--- config.mk ---
export PLATFORM = sky130hd
export DESIGN_NAME = idle_state_resolver
export DESIGN_NICKNAME = d
export VERILOG_FILES = /design/src/rtl/idle_res_pkg.sv /design/src/rtl/idle_core_merge.sv /design/src/rtl/idle_pkg_arbiter.sv /design/src/rtl/idle_state_resolver.sv
export SDC_FILE = /design/constraint.sdc
export NUM_CORES = 1
export LEC_CHECK = 0
export ABC_AREA = 1
export BUFFER_PORTS_ARGS = -buffer_cell sky130_fd_sc_hd__buf_2
export CORE_MARGIN = 2
export CORE_UTILIZATION = 42
export CTS_CLUSTER_SIZE = 28
export DETAILED_ROUTE_END_ITERATION = 12
export PLACE_DENSITY = 0.68
export SKIP_CTS_REPAIR_TIMING = 1
export SYNTH_ARGS = -nofsm -noshare
export SYNTH_HDL_FRONTEND = slang
export SYNTH_SLANG_ARGS = --single-unit
--- constraint.sdc ---
create_clock -name clk -period 1.4 [get_ports clk]
set_input_delay 0.07 -clock clk [delete_from_list [all_inputs] [get_ports clk]]
set_output_delay 0.07 -clock clk [all_outputs]
set_load 0.01 [all_outputs]
--- src/rtl/idle_res_pkg.sv ---
package idle_res_pkg;
  typedef logic [1:0] idle_t;
  // ordered code, larger value means deeper sleep
  localparam idle_t IDLE_RUN   = 2'd0;
  localparam idle_t IDLE_HALT  = 2'd1;
  localparam idle_t IDLE_SLEEP = 2'd2;
  localparam idle_t IDLE_DEEP  = 2'd3;
  localparam int    IDLE_W     = 2;
endpackage

--- src/rtl/idle_core_merge.sv ---
module idle_core_merge
  import idle_res_pkg::*;
#(
  parameter int THR_PER_CORE = 2
) (
  input  logic                           clk,
  input  logic                           rst_n,
  input  logic [THR_PER_CORE*IDLE_W-1:0] thr_req,
  input  logic [THR_PER_CORE-1:0]        thr_wake,
  output idle_t                          core_next,
  output idle_t                          core_q
);

  // Shallowest effective thread level; a wake strobe counts as active
  always_comb begin
    core_next = IDLE_DEEP;
    for (int t = 0; t < THR_PER_CORE; t++) begin
      if (thr_wake[t]) begin
        core_next = IDLE_RUN;
      end else if (thr_req[t*IDLE_W +: IDLE_W] < core_next) begin
        core_next = thr_req[t*IDLE_W +: IDLE_W];
      end
    end
  end

  always_ff @(posedge clk or negedge rst_n) begin
    if (!rst_n) core_q <= IDLE_RUN;
    else        core_q <= core_next;
  end

  for (genvar g = 0; g < THR_PER_CORE; g++) begin : g_chk
    // the core is never deeper than any of its threads asked for
    a_r2_not_deeper_than_thread: assert property (@(posedge clk) disable iff (!rst_n)
      1'b1 |=> core_q <= $past(thr_req[g*IDLE_W +: IDLE_W]));
    // a wake strobe returns the core to active on the next edge
    a_r10_wake_core: assert property (@(posedge clk) disable iff (!rst_n)
      thr_wake[g] |=> core_q == IDLE_RUN);
  end

endmodule

--- src/rtl/idle_pkg_arbiter.sv ---
module idle_pkg_arbiter
  import idle_res_pkg::*;
#(
  parameter int N_CORES = 4
) (
  input  logic                      clk,
  input  logic                      rst_n,
  input  logic [N_CORES*IDLE_W-1:0] core_next,
  input  logic                      grant_shallow,
  input  logic                      grant_deep,
  input  logic                      mem_pending,
  output idle_t                     pkg_req_q,
  output idle_t                     pkg_state_q,
  output logic                      sr_q
);

  idle_t req_next;
  idle_t target;
  idle_t pkg_next;
  logic  sr_next;

  always_comb begin
    // shallowest core
    req_next = IDLE_DEEP;
    for (int c = 0; c < N_CORES; c++) begin
      if (core_next[c*IDLE_W +: IDLE_W] < req_next) begin
        req_next = core_next[c*IDLE_W +: IDLE_W];
      end
    end
    // cap by platform permission, no package level 1
    if (req_next == IDLE_DEEP && grant_deep) begin
      target = IDLE_DEEP;
    end else if (req_next >= IDLE_SLEEP && grant_shallow) begin
      target = IDLE_SLEEP;
    end else begin
      target = IDLE_RUN;
    end
    // fall back at once, deepen only on a stable request
    if (target > pkg_state_q && req_next != pkg_req_q) begin
      pkg_next = pkg_state_q;
    end else begin
      pkg_next = target;
    end

    sr_next = (pkg_next != IDLE_RUN) && !mem_pending;
  end

  always_ff @(posedge clk or negedge rst_n) begin
    if (!rst_n) begin
      pkg_req_q   <= IDLE_RUN;
      pkg_state_q <= IDLE_RUN;
      sr_q        <= 1'b0;
    end else begin
      pkg_req_q   <= req_next;
      pkg_state_q <= pkg_next;
      sr_q        <= sr_next;
    end
  end

  a_r4_state_within_request: assert property (@(posedge clk) disable iff (!rst_n)
    pkg_state_q <= pkg_req_q);
  a_r4_never_halt: assert property (@(posedge clk) disable iff (!rst_n)
    pkg_state_q != IDLE_HALT);
  a_r6_deep_needs_grant: assert property (@(posedge clk) disable iff (!rst_n)
    !grant_deep |=> pkg_state_q != IDLE_DEEP);
  a_r8_deepen_on_stable: assert property (@(posedge clk) disable iff (!rst_n)
    (pkg_state_q > $past(pkg_state_q)) |-> (pkg_req_q == $past(pkg_req_q)));
  a_r9_sr_only_deep: assert property (@(posedge clk) disable iff (!rst_n)
    sr_q |-> pkg_state_q != IDLE_RUN);
  a_r9_sr_off_when_busy: assert property (@(posedge clk) disable iff (!rst_n)
    mem_pending |=> !sr_q);

endmodule

--- src/rtl/idle_state_resolver.sv ---
module idle_state_resolver
  import idle_res_pkg::*;
#(
  parameter int N_CORES      = 4,
  parameter int THR_PER_CORE = 2
) (
  input  logic                                    clk,
  input  logic                                    rst_n,
  input  logic [N_CORES*THR_PER_CORE*IDLE_W-1:0]  thr_req,
  input  logic [N_CORES*THR_PER_CORE-1:0]         thr_wake,
  input  logic                                    grant_shallow,
  input  logic                                    grant_deep,
  input  logic                                    mem_pending,
  output logic [N_CORES*IDLE_W-1:0]               core_state,
  output logic [1:0]                              pkg_req,
  output logic [1:0]                              pkg_state,
  output logic                                    dram_sr_en
);

  localparam int CORE_BITS = THR_PER_CORE * IDLE_W;

  logic [N_CORES*IDLE_W-1:0] core_next;

  for (genvar c = 0; c < N_CORES; c++) begin : g_core
    idle_core_merge #(.THR_PER_CORE(THR_PER_CORE)) u_merge (
      .clk       (clk),
      .rst_n     (rst_n),
      .thr_req   (thr_req[c*CORE_BITS +: CORE_BITS]),
      .thr_wake  (thr_wake[c*THR_PER_CORE +: THR_PER_CORE]),
      .core_next (core_next[c*IDLE_W +: IDLE_W]),
      .core_q    (core_state[c*IDLE_W +: IDLE_W])
    );
  end

  idle_pkg_arbiter #(.N_CORES(N_CORES)) u_arb (
    .clk           (clk),
    .rst_n         (rst_n),
    .core_next     (core_next),
    .grant_shallow (grant_shallow),
    .grant_deep    (grant_deep),
    .mem_pending   (mem_pending),
    .pkg_req_q     (pkg_req),
    .pkg_state_q   (pkg_state),
    .sr_q          (dram_sr_en)
  );

endmodule

## Word-level counts from Yosys, hierarchy flattened

Index checks and enable logic that the tools add are counted.

- Bits of input ports: 29
- Logic and storage cells: 52
- Bits in registers: 13
- Output and inout bits: 13

- Eq/ne operators: 2
- Reductions and logical operators: 6
- Order comparisons: 14
- Muxes and demuxes: 23

Operators by type and width:

| cell | number |
|---|---|
| $mux 2 | 23 |
| $lt 2x2->1 | 7 |
| $lt 2x2->1 const B | 5 |
| $logic_and 1x1->1 | 4 |
| $eq 2x2->1 const B | 1 |
| $ge 2x2->1 const B | 1 |
| $gt 2x2->1 | 1 |
| $ne 2x2->1 | 1 |
| $reduce_bool 2->1 | 1 |
| $logic_not 1->1 | 1 |

## Depth between registers and ports, before layout

Gate-level depths: netlist of the first run.

- Depth in word-level cells: 23
- Mapped depth: 24
- Mapped depth without buffers: 24

## Cells and area by module

Synthesis of the first run repeated with hierarchy kept, for this count alone.

- Cell total of the unflattened synthesis: 119
- Area, all modules: 935.9 µm²

By module, submodules not included:

| module | times used | cells each | area an instance (µm²) |
|---|---|---|---|
| idle_core_merge | 4 | 15 | 120.1 |
| idle_pkg_arbiter | 1 | 59 | 455.4 |

## Worst setup path before layout of the first run

Ideal clock, no wire load.

- Kind: input to register
- From: in thr_wake[2]
- To: reg u_arb.sr_q
- Data arrival time: 2.248 ns
- Stages on the path: 22
- Setup slack: -0.967 ns
- Path through: inv_2 > nand2_1 > inv_1 > ha_1 > inv_1 > nor2_1 > ha_1 > ha_1 > inv_1 > ha_1 > clkinv_4 > nand2_1 > nand2_2 > nand4_2 > nand2_1 > ha_1 > a21oi_1 > a21oi_4 > nand2_2 > nand2_1 > nand2_1 > a21oi_2

- Longest elaborated chain between the ends: 19
- Elaborated cells between the ends (all ways): 22

Ends and longest elaborated chain:

| item | line | source |
|---|---|---|
| from (decl) | idle_state_resolver.sv:10 | `input logic [N_CORES*THR_PER_CORE-1:0] thr_wake,` |
| $mux 2 * | idle_core_merge.sv:18 | `if (thr_wake[t]) begin` |
| $lt 2x2->1 | idle_core_merge.sv:20 | `end else if (thr_req[t*IDLE_W +: IDLE_W] < core_next) begin` |
| $mux 2 * | idle_core_merge.sv:20 |  |
| $mux 2 * | idle_core_merge.sv:18 |  |
| via core_next[3] | idle_state_resolver.sv:22 | `logic [N_CORES*IDLE_W-1:0] core_next;` |
| $lt 2x2->1 | idle_pkg_arbiter.sv:26 | `if (core_next[c*IDLE_W +: IDLE_W] < req_next) begin` |
| $mux 2 * | idle_pkg_arbiter.sv:26 |  |
| $lt 2x2->1 | idle_pkg_arbiter.sv:26 |  |
| [... 5 more ...] | - |  |
| $mux 2 | idle_pkg_arbiter.sv:33 | `end else if (req_next >= IDLE_SLEEP && grant_shallow) begin` |
| $mux 2 | idle_pkg_arbiter.sv:31 | `if (req_next == IDLE_DEEP && grant_deep) begin` |
| $gt 2x2->1 | idle_pkg_arbiter.sv:39 | `if (target > pkg_state_q && req_next != pkg_req_q) begin` |
| $logic_and 1x1->1 | idle_pkg_arbiter.sv:39 |  |
| $mux 2 * | idle_pkg_arbiter.sv:39 |  |
| $reduce_bool 2->1 * | idle_pkg_arbiter.sv:45 | `sr_next = (pkg_next != IDLE_RUN) && !mem_pending;` |
| $logic_and 1x1->1 * | idle_pkg_arbiter.sv:45 |  |
| via u_arb.sr_next | idle_pkg_arbiter.sv:20 | `logic sr_next;` |
| to (signal assigned) | idle_pkg_arbiter.sv:56 | `sr_q <= sr_next;` |
| to (decl) | idle_pkg_arbiter.sv:14 | `output logic sr_q` |

The timed path passes the listed nets; every way through them passes the cells marked *.

## Worst setup path after layout of the first run

- From: in thr_wake[0]
- To: reg u_arb.sr_q

- Longest elaborated chain between the ends: 21
- Elaborated cells between the ends (all ways): 24

Ends and longest elaborated chain:

| item | line |
|---|---|
| $mux 2 * | idle_core_merge.sv:18 |
| $lt 2x2->1 | idle_core_merge.sv:20 |
| $mux 2 * | idle_core_merge.sv:20 |
| $mux 2 * | idle_core_merge.sv:18 |
| $lt 2x2->1 | idle_pkg_arbiter.sv:26 |
| $mux 2 * | idle_pkg_arbiter.sv:26 |
| $lt 2x2->1 | idle_pkg_arbiter.sv:26 |
| $mux 2 * | idle_pkg_arbiter.sv:26 |
| [... 6 more ...] | - |
| $mux 2 | idle_pkg_arbiter.sv:33 |
| $mux 2 | idle_pkg_arbiter.sv:31 |
| $gt 2x2->1 | idle_pkg_arbiter.sv:39 |
| $logic_and 1x1->1 | idle_pkg_arbiter.sv:39 |
| $mux 2 * | idle_pkg_arbiter.sv:39 |
| $reduce_bool 2->1 * | idle_pkg_arbiter.sv:45 |
| $logic_and 1x1->1 * | idle_pkg_arbiter.sv:45 |
| via u_arb.sr_next | idle_pkg_arbiter.sv:20 |

Marks and branches as above.

==> qor.yml, run 1 <==
outcome: "finished with violations"
violations: "negative setup slack"
irDropWorstVdd_v: 0.000329
cts.sinks: 13
syn_to_final_growth_pct: 65.7
final_antenna_net_count: 0
fp-row-count: 17
avgSynthCellArea_um2: 7.70
hold_depth: 2
synth_fp_nets: 168
totalPowerFinal_uw: 833
cts_tree: "done"
vias: 919
rsz0062_at_grt: "true"
synth_mux_area_share_pct: 0
grt_pass1_wl_um: 3360
io_buffers: 41
period_share_pct: 145
gr-usage-all-layers_pct: 16.5
grt_max_degree: 14
synth_top_family_by_area: "simple AND/OR/NAND/NOR gates"
fillers: 176
antenna_cells: 0
timing.rr.end: "u_arb.sr_q"
clkTransAtPathRegs_ps: 70
numCtsBuffers: 3
worstRegToRegCells: 8
synth-xor-area-share_pct: 0.925
die_w_um: 51.5
max-cap-violations: 0
fmax_mhz: 493
antenna_found_initial: 0
hold_path_class: "in2reg"
finalSetupViolCount: 3
fin_cells: 209
synth_fa_ha_area_share_pct: 21.1
setup.worst_path.end_class: "flip-flop"
synth_compound_area_share_pct: 5.28
final_common_cell: "buf_2"
drt_pass1_iterations: 2
hpwl_um: 1580
synth-seq-cells: 13
yosys_warnings: 0
synth.yosys.seq_area_share_pct: 34.3
final_util_pct: 72.3
setup.worst_path.class: "in2reg"
start_util_pct: 43.7
synth_area_um2: 947
yosysUniqueCellTypes: 18
relSlewSlack_pct: 81.2
cts_root_buffer: "clkbuf_4"
htree_levels: 1
setup_tns_ps: -1800
final.min_clock_period_ps: 2030
p_leak_nw: 0.896
clock_skew_ps: 7.52
layout_common_cells: "39 x buf_2, 24 x inv_1, 19 x nand2_1"
grt_pass1_vias: 880
insertion_delay_ps: 270
crit_arrival_ps: 2230
io_pins: 42
holdWs_ps: 8.73
avgRoutedWirePerCell_um: 9.12
place_congestion: 0.734
finalWorstSetupSlack_ps: -630
grt-ovfl-total: 0
viasPerCell: 4.40
drc: 0
cp_max_fo: 3
hold_violations: 0
min-delay-start: "thr_wake[5]"
required_ps: 1600
rrSetupSlack_ps: 80
drv_slew: 0
regToRegStartpoint: "u_arb.pkg_state_q[1]"
die_h_um: 51.5
fin_nets: 227
synthSimpleGateAreaFrac_pct: 23.4
drt_wl_total_um: 1910
drt-initial-drc-count: 1
drive_above_1_share_pct: 55.8
syn_inst: 123
worstSetupStartpointType: "input pin"
ctsLongestPathBuffers: 2
worst_slew_pin_slew_ps: 282
holdPathEnd: "g_core[2].u_merge.core_q[1]"
dp_cells: 200
die_area_um2: 2650
power.density_nw_per_um2: 531
core-area_um2: 2170
==> metal layers <==
metal  GRT usage (%)  share of wire (%)
met5               0                  0
met4            5.26               0.84
met3            1.72                3.7
met2            34.6                 60
met1            16.2                 35
==> Yosys cell counts <==
master     n  area, um^2
clkinv_2   1        5.00
a21oi_2    1        8.76
nor2_1    13        48.8
nand3_1    2        10.0
inv_2      5        18.8
a21oi_4    1        16.3
o21a_1     1        7.51
dfrtp_1   13         325
nand2_2    6        37.5
nand4_2    1        12.5
o22ai_1    2        12.5
a21oi_1    1        5.00
nand3b_1   1        7.51
nand2_1   28         105
xnor2_1    1        8.76
inv_1     29         109
clkinv_4   1        8.76
ha_1      16         200
==> metrics by stage <==
step	worst slack, ps	area (um^2)
after global placement	-963	1450
final	-630	1570
after CTS	-719	1470
after floorplan	-718	1140
after global routing	-748	1570
after detailed placement	-999	1450
==> layout make-up <==
class / instances / area (um^2) / area share (%)
Sequential cell: 13 / 325 / 20.7
Clock buffer: 3 / 22.5 / 1.44
Timing Repair Buffer: 54 / 324 / 20.7
Tap cell: 28 / 35.0 / 2.23
Inverter: 36 / 174 / 11.1
Multi-Input combinational cell: 74 / 683 / 43.5
Clock inverter: 1 / 5.00 / 0.319
==> cell families (layout without fill, tap and decap cells) <==
group	Yosys count	after routing
DFF	13	13
xor gates and xnor gates	1	1
and+or+nand+nor	51	51
adders and majority gates	16	16
AOI/OAI and AO/OA	6	6
buffers and inverters	36	94
==> worst max path at each step <==
stage / to / depth (start not counted) / startpoint
final: u_arb.sr_q / 23 / thr_wake[0]
after global routing: u_arb.sr_q / 22 / thr_wake[2]
after CTS: u_arb.sr_q / 23 / thr_wake[0]
after detailed placement: u_arb.sr_q / 23 / thr_wake[0]
after global placement: u_arb.sr_q / 23 / thr_wake[0]
after floorplan: u_arb.sr_q / 22 / thr_wake[0]
==> critical path, stage by stage <==
cell and delay (ps):
buf_6 100, inv_12 30, nand2_4 50, inv_2 40, ha_4 150, inv_4 60, nor2_4 40, ha_4 160
ha_4 170, inv_2 60, ha_4 140, clkinv_4 60, nand2_4 70, nand2_4 50, nand4_4 90, nand2_4 70
ha_4 300, a21oi_4 60, a21oi_4 130, nand2_2 90, nand2_2 60, nand2_2 50, a21oi_2 120
==> power by group <==
part	switching (mW)	leakage [nW]	internal, mW	total [mW]
Sequential	0.00295	0.178	0.386	0.389
Clock	0.120	0.0177	0.106	0.226
Combinational	0.113	0.701	0.105	0.218
==> flip-flops by register name (all words and copies together), names as in the netlist <==
register	cells
g_core.u_merge.core_q	8
u_arb.pkg_req_q	2
u_arb.pkg_state_q	2
u_arb.sr_q	1
(Power assumes the default switching activity.)
==> inputs of run 2 (changes only) <==
--- a/config.mk
+++ b/config.mk
@@ -5,7 +5,6 @@
 export SDC_FILE = /design/constraint.sdc
 export NUM_CORES = 1
 export LEC_CHECK = 0
-export ABC_AREA = 1
 export BUFFER_PORTS_ARGS = -buffer_cell sky130_fd_sc_hd__buf_2
 export CORE_MARGIN = 2
 export CORE_UTILIZATION = 42
==> qor.yml, run 2 <==
finalSetupViolCount: 4  # +1
synth_top_area_cell: "dfrtp_1"
async_flop_share_pct: 100  # unchanged
grt_pass1_vias: 852  # -3.2%
final_common_cell: "buf_2"
synth-seq-cells: 13  # unchanged
synth_fp_nets: 134  # -20%
p_int_uw: 626  # +5.0%
crit_chain: "buf_6, nand2b_4, inv_2, ha_4, nor2b_4, ha_4, ha_4, ha_4, nor2b_4, or3_1, o22ai_2, o31ai_2, ha_1, nor2b_4, o21ai_2, nor3b_4, mux2_4"
die_area_um2: 2670  # +0.84%
regMostFlops: "g_core.u_merge.core_q"
p_clk_share_pct: 27.6  # +0.4 points
relSlewSlack_pct: 75.1  # -6.2 points
fin_cells: 192  # -8.1%
synth_top_area_share_pct: 34.0  # -0.31 points
yosys_warnings: 0  # unchanged
htree_levels: 1  # unchanged
max-cap-violations: 0  # unchanged
worstSetupStartpointType: "input pin"
die_w_um: 51.7  # +0.42%
vias: 891  # -3.0%
violations: "negative setup slack"
viasPerCell: 4.64  # +5.5%
slowest_delay_ps: 350  # +50 ps
drv_slew: 0  # unchanged
holdWs_ps: 49.0  # +40.3 ps
synth_fa_ha_area_share_pct: 20.9  # -0.19 points
synthSimpleGateAreaFrac_pct: 21.9  # -1.5 points
synth-xor-area-share_pct: 0.916  # -0.0085 points
clkTransAtPathRegs_ps: 80  # about the same
grt-ovfl-total: 0  # unchanged
drc: 0  # unchanged
grt_pass1_wl_um: 3320  # -1.3%
power.density_nw_per_um2: 537  # +1.2%
core-area_um2: 2190  # +0.98%
numCtsBuffers: 3  # unchanged
required_ps: 1570  # -30 ps
yosysUniqueCellTypes: 26  # +8
io_pins: 42  # unchanged
final_antenna_net_count: 0  # unchanged
crit_arrival_ps: 3010  # +780 ps
io_buffers: 41  # unchanged
synth_area_um2: 956  # +0.92%
finalWorstSetupSlack_ps: -1430  # -803 ps
crit_slowest_cell: "or3_1"
largest_register_ff_count: 8  # unchanged
gr-usage-all-layers_pct: 17.2  # +0.73 points
synth_top_family_by_area: "simple AND/OR/NAND/NOR gates"
ys.flop_type: "dfrtp_1"
setup.worst_path.end_class: "flip-flop"
period_share_pct: 202  # +57 points
cts.sinks: 13  # unchanged
hpwl_um: 1870  # +18%
switching_power_uw: 232  # -1.8%
final.min_clock_period_ps: 2830  # +803 ps
cp_common_cell: "ha_4"
largestRegisters: "g_core.u_merge.core_q x8, u_arb.pkg_req_q x2, u_arb.pkg_state_q x2"
die_h_um: 51.7  # +0.42%
drt_wl_total_um: 2210  # +16%
hold_path_class: "in2reg"
synth.yosys.seq_area_share_pct: 34.0  # -0.31 points
start_util_pct: 43.6  # about the same
fmax_mhz: 353  # -28%
fin_nets: 210  # -7.5%
p_leak_nw: 0.846  # -5.6%
irDropWorstVdd_v: 0.000366  # +11%
swShare_pct: 27.1  # -1.3 points
cts_tree: "done"
setup.worst_path.class: "in2reg"
avgRoutedWirePerCell_um: 11.5  # +26%
rsz0062_at_grt: "true"
comb_power_share_pct: 27.1  # +1.0 points
insertion_delay_ps: 280  # about the same
drt_pass1_iterations: 4  # +2
antenna_found_initial: 0  # unchanged
syn_inst: 89  # -28%
totalPowerFinal_uw: 858  # +3.0%
layout_common_cells: "40 x buf_2, 28 x buf_4, 13 x dfrtp_1"
cts_root_buffer: "clkbuf_4"
place_congestion: 0.671  # -8.6%
syn_to_final_growth_pct: 67.1
ctsLongestPathBuffers: 2  # unchanged
dp_cells: 183  # -8.5%
yosysMostFrequentCell: "ha_1"
grt_max_degree: 14  # unchanged
synth_common_cells: "16 x ha_1, 13 x dfrtp_1, 11 x inv_1"
synth_edf_count: 0  # unchanged
setup_tns_ps: -4650  # -2850 ps
clock_skew_ps: 4.38  # -3.14 ps
worst_slew_pin_slew_ps: 374  # +92.3 ps
outcome: "finished with violations"
pwr-share-seq_pct: 45.3  # -1.4 points
drive_above_1_share_pct: 62.8  # +7.0 points
synthTopCellsByArea: "dfrtp_1 34%, ha_1 21%, a211oi_4 6.3%"
drt-initial-drc-count: 3  # +2
synth_compound_area_share_pct: 14.3  # +9.0 points
antenna_cells: 0  # unchanged
hold_violations: 0  # unchanged
cp_max_fo: 3  # unchanged
avgSynthCellArea_um2: 10.7  # +39%
fp-row-count: 17  # unchanged
synth_mux_area_share_pct: 3.66  # +3.7 points
==> run 2: cell count changes after synthesis, sizes merged, moves of 2 or more <==
cell,before,now
nand2,34,4
inv,34,11
nand2b,0,9
nor2,13,5
nor2b,0,7
a211oi,0,4
or2,0,4
a21oi,3,0
clkinv,2,0
mux2i,0,2
o21ai,0,2
==> run 2: cell families (layout without fill, tap and decap cells) <==
group / count (synthesis) / in the layout
simple gates: 34 / 34
fa+ha+maj: 16 / 16
flops: 13 / 13
compound gates: 11 / 11
buf+inv: 11 / 86
mux: 3 / 3
xor+xnor: 1 / 1
==> run 2: critical path, delay by kind of cell <==
kind	cells	cell delay (ps)
muxes	1	320
adders and majority gates	5	930
AOI/OAI and AO/OA	3	390
buffers and inverters	2	150
and+or+nand+nor	6	1150
==> run 2: power by group through the flow <==
stage	registers [mW]	logic, mW	clock network (mW)
6_report	0.389	0.233	0.237
5_1_grt	0.390	0.256	0.254
4_1_cts	0.389	0.224	0.240
3_5_place_dp	0.397	0.223	0
3_3_place_gp	0.396	0.214	0
2_1_floorplan	0.403	0.0983	0
==> run 2: final cells by class <==
| class | instances | area (um^2) |
|---|---|---|
| well taps | 28 | 35.0 |
| flip-flops and latches | 13 | 325 |
| clock buffers | 4 | 26.3 |
| fillers | 175 | 593 |
| inverters | 11 | 41.3 |
| multi-input cells | 65 | 718 |
| repair buffers | 71 | 452 |
==> run 2: per-layer routing <==
layer  GRT usage [%]  up-vias  share of wire, %
met2            35.5       30                58
met3            3.45        3               4.8
met1            15.5      417                36
met5               0        -                 0
met4            7.89        0               1.0
li1                -      441                 -
==> run 2: worst paths after layout <==
kind / start / end / slack [ps] / cells after the start
worst max-delay path: thr_wake[2] / u_arb.pkg_state_q[1] / -1430 / 17
worst min-delay path: thr_wake[1] / g_core[0].u_merge.core_q[0] / 50 / 3
worst max register to register: u_arb.pkg_state_q[1] / u_arb.pkg_state_q[1] / -200 / 6
worst min register to register: u_arb.pkg_state_q[1] / u_arb.pkg_state_q[1] / 630 / 2
max in group asynchronous: rst_n / u_arb.sr_q / 980 / 2
min in group asynchronous: rst_n / u_arb.pkg_state_q[1] / 190 / 2
==> run 2: through the flow <==
stage / worst slack (ps) / util, % / area (um^2)
final: -1430 / 72.9 / 1600
after global routing: -1520 / 72.9 / 1600
after CTS: -1380 / 69.8 / 1530
after detailed placement: -1680 / 68.6 / 1500
after global placement: -1600 / 68.6 / 1500
after floorplan: -1580 / - / 1060
==> inputs of run 3 (changes only) <==
--- a/config.mk
+++ b/config.mk
@@ -5,12 +5,14 @@
 export SDC_FILE = /design/constraint.sdc
 export NUM_CORES = 1
 export LEC_CHECK = 0
+export ABC_AREA = 1
 export BUFFER_PORTS_ARGS = -buffer_cell sky130_fd_sc_hd__buf_2
 export CORE_MARGIN = 2
 export CORE_UTILIZATION = 42
 export CTS_CLUSTER_SIZE = 28
 export DETAILED_ROUTE_END_ITERATION = 12
 export PLACE_DENSITY = 0.68
+export SETUP_SLACK_MARGIN = 0.15
 export SKIP_CTS_REPAIR_TIMING = 1
 export SYNTH_ARGS = -nofsm -noshare
 export SYNTH_HDL_FRONTEND = slang
==> qor.yml, run 3 (synthesized netlist as in run 1, its figures left out) <==
irDropWorstVdd_v: 0.000329  # -10%
drive_above_1_share_pct: 55.8  # -7.0 points
numCtsBuffers: 3  # unchanged
p_leak_nw: 0.896  # +5.9%
fin_nets: 227  # +8.1%
crit_arrival_ps: 2230  # -780 ps
place_ws_ps: -999  # +680 ps
final_common_cell: "buf_2"
clock_skew_ps: 7.52  # +3.14 ps
fillers: 176  # +0.57%
fmax_mhz: 493  # +40%
layout_common_cells: "39 x buf_2, 24 x inv_1, 19 x nand2_1"
viasPerCell: 4.40  # -5.2%
relSlewSlack_pct: 81.2  # +6.2 points
hold_violations: 0  # unchanged
cp_common_cell: "ha_4"
totalPowerFinal_uw: 833  # -3.0%
timing.rr.end: "u_arb.sr_q"
crit_slowest_cell: "ha_4"
hold_depth: 2  # -1
drv_slew: 0  # unchanged
finalSetupViolCount: 3  # -1
cp_max_fo: 3  # unchanged
antenna_found_initial: 0  # unchanged
gr-usage-all-layers_pct: 16.5  # -0.73 points
dp_cells: 200  # +9.3%
fin_cells: 209  # +8.9%
largestRegisters: "g_core.u_merge.core_q x8, u_arb.pkg_req_q x2, u_arb.pkg_state_q x2"
finalWorstSetupSlack_ps: -630  # +803 ps
die_w_um: 51.5  # -0.42%
slowest_delay_ps: 300  # -50 ps
grt_pass1_vias: 880  # +3.3%
fp-row-count: 17  # unchanged
drt_wl_total_um: 1910  # -14%
cts_root_buffer: "clkbuf_4"
drt-initial-drc-count: 1  # -2
final_antenna_net_count: 0  # unchanged
setup.worst_path.end_class: "flip-flop"
syn_to_final_growth_pct: 65.7
antenna_cells: 0  # unchanged
min-delay-start: "thr_wake[5]"
final_util_pct: 72.3  # -0.61 points
grt-ovfl-total: 0  # unchanged
vias: 919  # +3.1%
avgRoutedWirePerCell_um: 9.12  # -21%
final.min_clock_period_ps: 2030  # -803 ps
start_util_pct: 43.7  # about the same
die_h_um: 51.5  # -0.42%
required_ps: 1600  # +30 ps
setup.worst_path.class: "in2reg"
drc: 0  # unchanged
worstSetupStartpointType: "input pin"
outcome: "finished with violations"
insertion_delay_ps: 270  # about the same
io_pins: 42  # unchanged
max-cap-violations: 0  # unchanged
largest_register_ff_count: 8  # unchanged
rsz0062_at_grt: "true"
regToRegStartpoint: "u_arb.pkg_state_q[1]"
core-area_um2: 2170  # -0.97%
period_share_pct: 145  # -57 points
holdWs_ps: 8.73  # -40.3 ps
grt_pass1_wl_um: 3360  # +1.3%
htree_levels: 1  # unchanged
die_area_um2: 2650  # -0.83%
hold_path_class: "in2reg"
clkTransAtPathRegs_ps: 70  # about the same
violations: "negative setup slack"
regMostFlops: "g_core.u_merge.core_q"
cts.sinks: 13  # unchanged
holdPathEnd: "g_core[2].u_merge.core_q[1]"
crit_chain: "buf_6, inv_12, nand2_4, inv_2, ha_4, inv_4, nor2_4, ha_4, ha_4, inv_2, ha_4, clkinv_4, nand2_4, nand2_4, nand4_4, nand2_4, ha_4, a21oi_4, a21oi_4, nand2_2, nand2_2, nand2_2, a21oi_2"
io_buffers: 41  # unchanged
cts_tree: "done"
drt_pass1_iterations: 2  # -2
place_congestion: 0.734  # +9.4%
rrSetupSlack_ps: 80  # +280 ps
grt_max_degree: 14  # unchanged
power.density_nw_per_um2: 531  # -1.2%
hpwl_um: 1580  # -15%
ctsLongestPathBuffers: 2  # unchanged
worstRegToRegCells: 8  # +2
worst_slew_pin_slew_ps: 282  # -92.3 ps
==> run 3: cell types whose count changed in the layout (fill, tap and decap cells not counted), sizes merged, moves of 7 or more <==
cell / delta
nand2: +30
inv: +23
buf: -18
nand2b: -9
nor2: +8
nor2b: -7
==> run 3: layer usage <==
layer	GRT usage, %	vias to the layer above	share of wire, %	routed length [um]
li1	-	474	-	-
met1	16.2	421	35	667
met2	34.6	22	60	1150
met3	1.72	2	3.7	70
met4	5.26	0	0.84	16
met5	0	-	0	0
==> run 3: final cells by class <==
| class | count | area, um^2 | share of cell area (%) |
|---|---|---|---|
| Multi-Input combinational cell | 74 | 683 | 43.5 |
| Inverter | 36 | 174 | 11.1 |
| Sequential cell | 13 | 325 | 20.7 |
| Clock buffer | 3 | 22.5 | 1.44 |
| Tap cell | 28 | 35.0 | 2.23 |
| Clock inverter | 1 | 5.00 | 0.319 |
| Timing Repair Buffer | 54 | 324 | 20.7 |
==> run 3: worst max-delay path by stage <==
stage	end	depth (start not counted)	slack [ps]	startpoint
6_report	u_arb.sr_q	23	-630	thr_wake[0]
3_3_place_gp	u_arb.sr_q	23	-960	thr_wake[0]
2_1_floorplan	u_arb.sr_q	22	-720	thr_wake[0]
3_5_place_dp	u_arb.sr_q	23	-1000	thr_wake[0]
4_1_cts	u_arb.sr_q	23	-720	thr_wake[0]
5_1_grt	u_arb.sr_q	22	-750	thr_wake[2]
==> run 3: worst max-delay path, delay by kind of cell <==
family                   cells  cell delay (ps)
buffers and inverters        6              350
adder cells (fa/ha/maj)      5              920
AO/OA/AOI/OAI                3              310
AND/OR/NAND/NOR              9              570
==> run 3: metrics by stage <==
stage          setup TNS, ps  cell area [um^2]
6_report               -1800              1570
5_1_grt                -2170              1570
4_1_cts                -2090              1470
3_5_place_dp           -3200              1450
3_3_place_gp           -3050              1450
2_1_floorplan          -2080              1140
==> run 3: power breakdown <==
group / leakage [nW] / internal, mW / switching, mW / total, mW
sequential: 0.178 / 0.386 / 0.00295 / 0.389
clock: 0.0177 / 0.106 / 0.120 / 0.226
combinational: 0.701 / 0.105 / 0.113 / 0.218
total: 0.896 / 0.597 / 0.237 / 0.833
